<file path="src/rtl/rfq_pkg.sv">
package rfq_pkg;

    typedef enum logic [0:0] {
        RD_IDLE = 1'b0,
        RD_DATA = 1'b1
    } rd_state_e;

endpackage

</file>
<file path="src/rtl/rfq_mem.sv">
module rfq_mem #(
    parameter int DEPTH  = 32,
    parameter int WORD_W = 8,
    localparam int PTR_W = $clog2(DEPTH)
) (
    input  logic              clk,
    input  logic              a_en,
    input  logic [PTR_W-1:0]  a_addr,
    input  logic [WORD_W-1:0] a_data,
    input  logic              b_en,
    input  logic [PTR_W-1:0]  b_addr,
    input  logic [WORD_W-1:0] b_data,
    input  logic [PTR_W-1:0]  rd_addr,
    output logic [WORD_W-1:0] rd_data
);

    logic [WORD_W-1:0] store [DEPTH];

    // Port a carries frame bytes, port b the length word; addresses never collide.
    always_ff @(posedge clk) begin
        if (a_en) store[a_addr] <= a_data;
        if (b_en) store[b_addr] <= b_data;
    end

    assign rd_data = store[rd_addr];

endmodule

</file>
<file path="src/rtl/rfq_wr.sv">
module rfq_wr #(
    parameter int DEPTH   = 32,
    localparam int PTR_W  = $clog2(DEPTH),
    localparam int LEN_W  = PTR_W + 1,
    localparam int WORD_W = (LEN_W > 8) ? LEN_W : 8
) (
    input  logic              clk,
    input  logic              rst_n,
    input  logic              en,
    input  logic [LEN_W-1:0]  cap,
    input  logic              in_valid,
    input  logic              in_sof,
    input  logic              in_eof,
    input  logic [7:0]        in_data,
    input  logic              pop,
    output logic [LEN_W-1:0]  used,
    output logic              dw_en,
    output logic [PTR_W-1:0]  dw_addr,
    output logic [WORD_W-1:0] dw_data,
    output logic              hw_en,
    output logic [PTR_W-1:0]  hw_addr,
    output logic [WORD_W-1:0] hw_data
);

    typedef struct packed {
        logic [PTR_W-1:0] commit;   // slot of the next frame's length word
        logic [PTR_W-1:0] wptr;     // next data slot of the open frame
        logic [LEN_W-1:0] nbytes;   // bytes taken so far in the open frame
        logic [LEN_W-1:0] used;     // committed words not yet read
        logic             open;
        logic             drop;
    } wr_state_t;

    wr_state_t q, d;

    logic             take_start;
    logic             take_cont;
    logic [LEN_W-1:0] new_len;
    logic [LEN_W:0]   need;
    logic [PTR_W-1:0] slot;

    always_comb begin
        d       = q;
        dw_en   = 1'b0;
        hw_en   = 1'b0;
        hw_addr = q.commit;
        dw_data = WORD_W'(in_data);
        slot    = in_sof ? q.commit + PTR_W'(1) : q.wptr;
        dw_addr = slot;
        new_len = in_sof ? LEN_W'(1) : q.nbytes + LEN_W'(1);
        hw_data = WORD_W'(new_len);
        need    = {1'b0, q.used} + {1'b0, new_len} + (LEN_W+1)'(1);

        d.used = q.used - LEN_W'(pop);

        take_start = in_valid && in_sof && (!q.drop || q.used == '0);
        take_cont  = in_valid && !in_sof && q.open;

        if (in_valid && in_sof && !take_start) begin
            d.open = 1'b0;
        end

        if (take_start || take_cont) begin
            if (need > {1'b0, cap}) begin
                // no room: roll the open frame back and enter the drop state
                d.open   = 1'b0;
                d.nbytes = '0;
                d.drop   = 1'b1;
            end else begin
                dw_en    = 1'b1;
                d.wptr   = slot + PTR_W'(1);
                d.nbytes = new_len;
                d.open   = 1'b1;
                if (take_start) d.drop = 1'b0;
                if (in_eof) begin
                    hw_en    = 1'b1;
                    d.commit = slot + PTR_W'(1);
                    d.used   = q.used - LEN_W'(pop) + new_len + LEN_W'(1);
                    d.open   = 1'b0;
                end
            end
        end

        if (!en) d = '0;
    end

    always_ff @(posedge clk or negedge rst_n) begin
        if (!rst_n) q <= '0;
        else        q <= d;
    end

    assign used = q.used;

endmodule

</file>
<file path="src/rtl/rfq_rd.sv">
module rfq_rd
    import rfq_pkg::*;
#(
    parameter int DEPTH   = 32,
    localparam int PTR_W  = $clog2(DEPTH),
    localparam int LEN_W  = PTR_W + 1,
    localparam int WORD_W = (LEN_W > 8) ? LEN_W : 8
) (
    input  logic              clk,
    input  logic              rst_n,
    input  logic              en,
    input  logic [LEN_W-1:0]  used,
    input  logic              desc_avail,
    input  logic [WORD_W-1:0] rd_word,
    output logic [PTR_W-1:0]  rd_addr,
    output logic              pop,
    output logic              out_valid,
    output logic              out_sof,
    output logic              out_eof,
    output logic [7:0]        out_data
);

    typedef struct packed {
        rd_state_e        st;
        logic [PTR_W-1:0] ptr;
        logic [LEN_W-1:0] left;
        logic             first;
        logic             ov;
        logic             osof;
        logic             oeof;
        logic [7:0]       odata;
    } rd_reg_t;

    rd_reg_t q, d;

    always_comb begin
        d      = q;
        pop    = 1'b0;
        d.ov   = 1'b0;
        d.osof = 1'b0;
        d.oeof = 1'b0;

        unique case (q.st)
            RD_IDLE: begin
                if (desc_avail && used != '0) begin
                    pop     = 1'b1;
                    d.left  = rd_word[LEN_W-1:0];
                    d.ptr   = q.ptr + PTR_W'(1);
                    d.first = 1'b1;
                    d.st    = RD_DATA;
                end
            end
            RD_DATA: begin
                if (desc_avail) begin
                    pop     = 1'b1;
                    d.ov    = 1'b1;
                    d.odata = rd_word[7:0];
                    d.osof  = q.first;
                    d.oeof  = (q.left == LEN_W'(1));
                    d.first = 1'b0;
                    d.left  = q.left - LEN_W'(1);
                    d.ptr   = q.ptr + PTR_W'(1);
                    if (q.left == LEN_W'(1)) d.st = RD_IDLE;
                end
            end
            default: d.st = RD_IDLE;
        endcase

        if (!en) begin
            d   = '0;
            pop = 1'b0;
        end
    end

    always_ff @(posedge clk or negedge rst_n) begin
        if (!rst_n) q <= '0;
        else        q <= d;
    end

    assign rd_addr   = q.ptr;
    assign out_valid = q.ov;
    assign out_sof   = q.osof;
    assign out_eof   = q.oeof;
    assign out_data  = q.odata;

endmodule

</file>
<file path="src/rtl/rx_frame_queue.sv">
module rx_frame_queue #(
    parameter int DEPTH   = 32,
    localparam int PTR_W  = $clog2(DEPTH),
    localparam int LEN_W  = PTR_W + 1,
    localparam int WORD_W = (LEN_W > 8) ? LEN_W : 8
) (
    input  logic             clk,
    input  logic             rst_n,
    input  logic [LEN_W-1:0] cfg_size,
    input  logic             in_valid,
    input  logic             in_sof,
    input  logic             in_eof,
    input  logic [7:0]       in_data,
    input  logic             desc_avail,
    output logic             out_valid,
    output logic             out_sof,
    output logic             out_eof,
    output logic [7:0]       out_data
);

    typedef struct packed {
        logic       v;
        logic       s;
        logic       e;
        logic [7:0] b;
    } pass_t;

    pass_t pass_q, pass_d;

    logic              queue_en;
    logic [LEN_W-1:0]  cap_w;
    logic [LEN_W-1:0]  used_w;
    logic              pop_w;
    logic              dw_en, hw_en;
    logic [PTR_W-1:0]  dw_addr, hw_addr, rd_addr;
    logic [WORD_W-1:0] dw_data, hw_data, rd_word;
    logic              q_valid, q_sof, q_eof;
    logic [7:0]        q_data;

    assign queue_en = (cfg_size != '0);
    assign cap_w    = (cfg_size > LEN_W'(DEPTH)) ? LEN_W'(DEPTH) : cfg_size;

    always_comb begin
        pass_d = '0;
        if (!queue_en) begin
            pass_d.v = in_valid;
            pass_d.s = in_sof;
            pass_d.e = in_eof;
            pass_d.b = in_data;
        end
    end

    always_ff @(posedge clk or negedge rst_n) begin
        if (!rst_n) pass_q <= '0;
        else        pass_q <= pass_d;
    end

    rfq_wr #(.DEPTH(DEPTH)) u_wr (
        .clk      (clk),
        .rst_n    (rst_n),
        .en       (queue_en),
        .cap      (cap_w),
        .in_valid (in_valid),
        .in_sof   (in_sof),
        .in_eof   (in_eof),
        .in_data  (in_data),
        .pop      (pop_w),
        .used     (used_w),
        .dw_en    (dw_en),
        .dw_addr  (dw_addr),
        .dw_data  (dw_data),
        .hw_en    (hw_en),
        .hw_addr  (hw_addr),
        .hw_data  (hw_data)
    );

    rfq_mem #(.DEPTH(DEPTH), .WORD_W(WORD_W)) u_mem (
        .clk     (clk),
        .a_en    (dw_en),
        .a_addr  (dw_addr),
        .a_data  (dw_data),
        .b_en    (hw_en),
        .b_addr  (hw_addr),
        .b_data  (hw_data),
        .rd_addr (rd_addr),
        .rd_data (rd_word)
    );

    rfq_rd #(.DEPTH(DEPTH)) u_rd (
        .clk        (clk),
        .rst_n      (rst_n),
        .en         (queue_en),
        .used       (used_w),
        .desc_avail (desc_avail),
        .rd_word    (rd_word),
        .rd_addr    (rd_addr),
        .pop        (pop_w),
        .out_valid  (q_valid),
        .out_sof    (q_sof),
        .out_eof    (q_eof),
        .out_data   (q_data)
    );

    assign out_valid = queue_en ? q_valid : pass_q.v;
    assign out_sof   = queue_en ? q_sof   : pass_q.s;
    assign out_eof   = queue_en ? q_eof   : pass_q.e;
    assign out_data  = queue_en ? q_data  : pass_q.b;

endmodule

</file>
<file path="config.mk">
export PLATFORM = sky130hd
export DESIGN_NAME = rx_frame_queue
export DESIGN_NICKNAME = d
export VERILOG_FILES = /design/src/rtl/rfq_pkg.sv /design/src/rtl/rfq_mem.sv /design/src/rtl/rfq_wr.sv /design/src/rtl/rfq_rd.sv /design/src/rtl/rx_frame_queue.sv
export SDC_FILE = /design/constraint.sdc
export NUM_CORES = 1
export LEC_CHECK = 0
export ABC_CLOCK_PERIOD_IN_PS = 7600
export BUFFER_PORTS_ARGS = -buffer_cell sky130_fd_sc_hd__buf_4
export CAP_MARGIN = 20
export CORE_MARGIN = 2
export CORE_UTILIZATION = 60
export DETAILED_ROUTE_END_ITERATION = 8
export PLACE_DENSITY = 0.74
export SLEW_MARGIN = 30
export SYNTH_ARGS = -nofsm -noshare
export SYNTH_HDL_FRONTEND = slang
export SYNTH_HIERARCHICAL = 1
export SYNTH_SLANG_ARGS = --single-unit
</file>
<file path="constraint.sdc">
create_clock -name clk -period 7.6 [get_ports clk]
set_input_delay 1.9 -clock clk [delete_from_list [all_inputs] [get_ports clk]]
set_output_delay 1.9 -clock clk [all_outputs]
set_load 0.01 [all_outputs]
</file>
### Word level (Yosys, flattened, before mapping)

Memory sizes are Yosys's and may differ from the RTL's.
Cells that the tools add are included.

| operators by class | value |
|---|---|
| reductions and logical operators | 19 |
| eq/ne operators | 10 |
| magnitude comparators | 2 |
| bitwise gates (word level) | 1 |
| add/sub/neg operators | 10 |
| multiplexer cells | 37 |

Operator list:

| kind | count |
|---|---|
| 2-to-1 mux 24 bit | 4 |
| one-hot mux 13 bit (2 select lines) | 1 |
| 2-to-1 mux 6 bit | 4 |
| 2-to-1 mux 11 bit | 2 |
| 2-to-1 mux 1 bit | 18 |
| adder 5 x 1 -> 5 bit, second input constant | 3 |
| 2-to-1 mux 13 bit | 1 |
| adder 6 x 1 -> 6 bit, second input constant | 2 |
| nonzero test 6 bit | 2 |
| 2-to-1 mux 10 bit | 1 |
| 2-to-1 mux 5 bit | 2 |
| 2-to-1 mux 8 bit | 1 |
| AND reduction 2 bit | 4 |
| adder 6 x 6 -> 7 bit | 1 |
| adder 7 x 1 -> 7 bit, second input constant | 1 |
| greater-than comparator 7 x 6 -> 1 bit | 1 |
| 2-to-1 mux 7 bit | 1 |
| adder 6 bit | 1 |
| == test 6 x 1 -> 1 bit, second input constant | 1 |
| greater-than comparator 6 bit, second input constant | 1 |
| logical AND 1 bit | 6 |
| zero test 6 bit | 1 |
| != test 2 bit, second input constant | 3 |
| != test 3 x 1 -> 1 bit, second input constant | 2 |
| other kinds (11) | 15 |

| storage, ports and cells | value |
|---|---|
| output and inout bits | 11 |
| memories | 1 |
| bits in registers | 59 |
| input bits | 20 |
| bits in writable memories | 256 |

Memories:

| name | words | width | read ports | clocked after Yosys merged registers in | wr ports | line | RTL |
|---|---|---|---|---|---|---|---|
| u_mem.store | 32 | 8 | 1 | 0 | 2 | rfq_mem.sv:17 | `logic [WORD_W-1:0] store [DEPTH];` |

### Longest topological paths before layout

| logic depth | value |
|---|---|
| word-level depth | 12 |
| depth in mapped cells | 22 |
| mapped depth without buffers | 18 |

### By module

The synthesis kept the hierarchy.

By module, submodules not included:

| module | area each (um^2) | cells an instance | times used |
|---|---|---|---|
| rfq_mem | 13299.0 | 771 | 1 |
| rfq_wr | 2155.8 | 253 | 1 |
| rfq_rd | 1322.5 | 144 | 1 |
| rx_frame_queue | 609.3 | 47 | 1 |

### Worst setup path before layout

OpenSTA, ideal clock, no wires.

| timing path | value |
|---|---|
| path type | input-to-reg |
| start point | input port in_sof |
| end point | memory u_mem.store[12][0], data pin |
| library setup time | 260 ps |
| required time | 7340 ps |
| path buffers | 4 |
| arrival time | 6736 ps |
| cell stages on the path | 22 |
| slack | 604 ps |
| cells stage by stage | buf_2 -> clkbuf_1 -> nor2b_1 -> ha_1 -> inv_1 -> ha_1 -> a21o_1 -> maj3_1 -> maj3_1 -> xor2_1 -> ha_1 -> a21oi_1 -> o211ai_1 -> a2bb2oi_1 -> a211oi_4 -> nand2_2 -> clkinv_2 -> clkbuf_1 -> or3b_2 -> clkbuf_1 -> nor2_2 -> mux2_2 |

RTL lines:

| item | line | RTL |
|---|---|---|
| start: declaration | rx_frame_queue.sv:11 | `input logic in_sof,` |
| end: declaration | rfq_mem.sv:17 |  |

==> results by group <==
Clock network
  – Post-CTS Resized: 0
  – H-tree depth: 2
  – Maximum root-to-sink buffer count: 3
  – Clock Tree Root: clkbuf_16
  – Postcts setup bufs: 0
  – Clock latency on the worst-skew pair: 520 ps
  – Clock tree from TritonCTS: yes
  – TritonCTS buffer count: 35
  – Clock tree sinks: 315
  – # hold bufs at CTS: 0
  – Worst-path clk slew: 60 ps

Logic synthesis
  – Largest family of logic cells by synthesized area: multiplexers
  – Cell area after synthesis: 17390 um2
  – Synth area leader: edfxtp_1
  – Sequential area share after synthesis: 52.71%
  – Synth Area in XOR/XNOR: 1.461%
  – Post-synth ARST share: 18.73%
  – Synth Area in Adders: 2.087%
  – Main flop type after synthesis: edfxtp_1
  – Count of cell types in the netlist: 66
  – Mux cell area share after synthesis: 29.23%
  – Count leader, synth: mux2_2
  – Synthesis Warnings: 6
  – Cells after Synth: 1215
  – Synth Area in Simple Gates: 6.448%
  – Yosys reg bits: 315
  – Commonest cells post-synth: 270 x mux2_2, 256 x edfxtp_1, 80 x mux4_2
  – Top-area cell type share of the netlist area: 44.21%
  – Syn_area_per_cell: 14.31 um2
  – Area contributors post-synth: edfxtp_1 44%, mux2_2 17%, mux4_2 10%
  – Number of synthesized flops with an enable pin: 256
  – Compound-Gate Fraction of Synth Area: 3.447%

Global route
  – Met3 Track Usage GR: 5.621%
  – Initial antenna violation count: 1
  – Total track usage: 28.74%
  – First-pass GRT wire length: 65.63 mm
  – Met1 global-route usage: 41.07%
  – Met2 GRT Util: 45.52%
  – GRT busiest layer: met2
  – Vias in the first global route: 10541
  – Global route total overflow: 0
  – Pin count of the biggest net entering global routing: 69

Route
  – DRT antenna net count: 0
  – Routed WL: 43.02 mm
  – Residual DRC: 0
  – Starting DRT DRC Count: 1114
  – DR vias: 10533
  – Avg Vias per Cell: 6.550
  – DRT Pass-1 Iters: 5
  – WL per Instance: 26.76 um

Timing
  – Count of final setup violators: 0
  – Final TNS setup: 0 ps
  – Crit path time final: 6746 ps
  – Hold Vio Cnt, Final: 0
  – Worst-margin pin slew: 911.9 ps
  – RSZ-0062 raised after global routing: no
  – Fmax: 148.2 MHz
  – Tcrit/Tclk final: 88.76%
  – Worst rel slew slack: 38.80%
  – Worst setup skew after layout: 10.44 ps
  – Fin. max-slew vios: 0

Floorplanning
  – Die area: 30360 um2
  – Initial Util: 60.74%
  – Core area: 28630 um2
  – Rows: 62
  – # IOs: 31
  – Die Wd: 174.2 um
  – Die Height: 174.2 um

Power and ir drop
  – VDD IR max: 0.0002558 V
  – Lkg Pwr: 0.006607 uW
  – PnR Total Power: 5931 uW
  – P per Cell Area: 314.6 nW/um2

Worst setup path
  – CP Cell Sequence: buf_4 -> nor2b_1 -> ha_1 -> inv_1 -> ha_1 -> a21o_1 -> maj3_1 -> maj3_1 -> xor2_1 -> ha_1 -> a21oi_1 -> o211ai_1 -> a2bb2oi_1 -> a211oi_4 -> nand2_2 -> clkinv_2 -> nor3b_1 -> nand2_1 -> o21ai_0 -> buf_4
  – Family with the most delay on the worst path: simple AND/OR/NAND/NOR gates
  – Worst Setup Start Kind: input pin
  – Setup CP Type: input pin to register
  – Slowest CP cell: nor3b_1
  – Critical path capture point type: register
  – Most used cell, CP: ha_1
  – Max incr delay on CP: 640 ps
  – Maximum fanout along the worst path: 21
  – Crit path DAT: 6970 ps
  – WP buf/inv: 4
  – Critical Path RT: 7820 ps

Run status
  – Run status: complete, no violations

Worst hold path
  – HP Class: register to register

Final layout
  – Nets: 1240
  – Area grow syn2layout: 8.441%
  – Share of cells above drive strength 1: 42.16%
  – Ant diodes: 0

Placed design
  – Final Wtd Congestion: 0.8616
  – IO Port Bufs: 30
  – Placed wire-length estimate: 26.77 mm

Job
  – Max cap viols: 0
## worst paths after layout
kind	start	endpoint	slack [ps]	cells past startpoint
min reg2reg	u_rd/out_data[0]	u_rd/out_data[0]	520	2
min in group asynchronous	rst_n	u_wr/q[13]	1450	1
min	u_rd/out_data[0]	u_rd/out_data[0]	520	2
max in group asynchronous	rst_n	u_rd/rd_addr[1]	5560	1
max	in_sof	u_mem/store[8][6]	850	20
max reg2reg	u_wr/q[8]	u_mem/store[8][6]	1830	19
## cell families after synthesis
| group | after synthesis |
|---|---|
| adders and majority gates | 31 |
| other | 1 |
| AOI/OAI and AO/OA | 94 |
| DFF | 315 |
| and+or+nand+nor | 218 |
| xor gates and xnor gates | 29 |
| muxes | 370 |
| buffers and inverters | 157 |
## cell type report
cell class / instances / area [um2]
multi-input cells: 744 / 7447
well taps: 384 / 480.5
flip-flops and latches: 315 / 9169
clock buffers: 47 / 963.4
clock inverters: 15 / 121.4
repair buffers: 75 / 566.8
fillers: 2067 / 9771
inverters: 28 / 106.4
## cell usage in the layout (no fill, tap or decap), types with 6 or more instances in the layout
| cell type | count |
|---|---|
| xnor2_1 | 19 |
| maj3_1 | 10 |
| a21oi_1 | 29 |
| ha_1 | 21 |
| nand3b_1 | 11 |
| nand3_1 | 23 |
| clkbuf_1 | 10 |
| mux4_2 | 80 |
| mux2_4 | 8 |
| nor3_1 | 11 |
| nor2_2 | 7 |
| o21ai_0 | 22 |
| mux2_2 | 270 |
| nand2_1 | 58 |
| clkbuf_16 | 37 |
| buf_4 | 74 |
| dfrtp_1 | 57 |
| a211oi_1 | 6 |
| and2_1 | 11 |
| o22ai_1 | 16 |
| nor2_1 | 48 |
| inv_1 | 26 |
| xor2_1 | 10 |
| clkinv_2 | 8 |
| edfxtp_1 | 256 |
| mux2i_1 | 12 |
## worst min-delay path: cells and delay by family (launching register included)
family          cells  cell delay [ps]
flops               1              380
simple gates        1               60
compound gates      1               50
## sequential cells by signal, summed over array words and instances, names as in the netlist
name / cells
u_rd/out_eof: 1
u_rd/out_data: 8
u_rd/out_valid: 1
u_mem/store: 256
u_rd/rd_addr: 5
u_wr/used: 6
pass_q: 11
u_rd/out_sof: 1
u_rd/q: 8
u_wr/q: 13
u_wr/hw_addr: 5
## power by group
group          total [uW]  internal (uW)  switching [uW]
clock network        1630            957             669
logic                2070            970            1100
registers            2240           2020             223
total                5930           3940            1990
## per-stage QoR
stage / cell area (um2) / instances / util (%) / worst slack [ps] / hold WS (ps)
floorplan: 17390 / 1216 / - / 604.0 / 454.3
finish: 18850 / 1608 / 65.87 / 854.5 / 524.8
detailed placement: 17770 / 1546 / 62.06 / 489.3 / 504.9
CTS: 18850 / 1608 / 65.85 / 1004 / 523.6
global placement: 17770 / 1546 / 62.06 / 543.4 / 484.4
global route: 18850 / 1608 / 65.87 / 463.7 / 537.6
## layer usage
layer,routed length [um],share of wire (%)
met1,18250,42
met2,20330,47
met3,3446,8.0
met4,984,2.3
met5,13,0.030
Note: power is estimated with default switching activity, not from simulation.
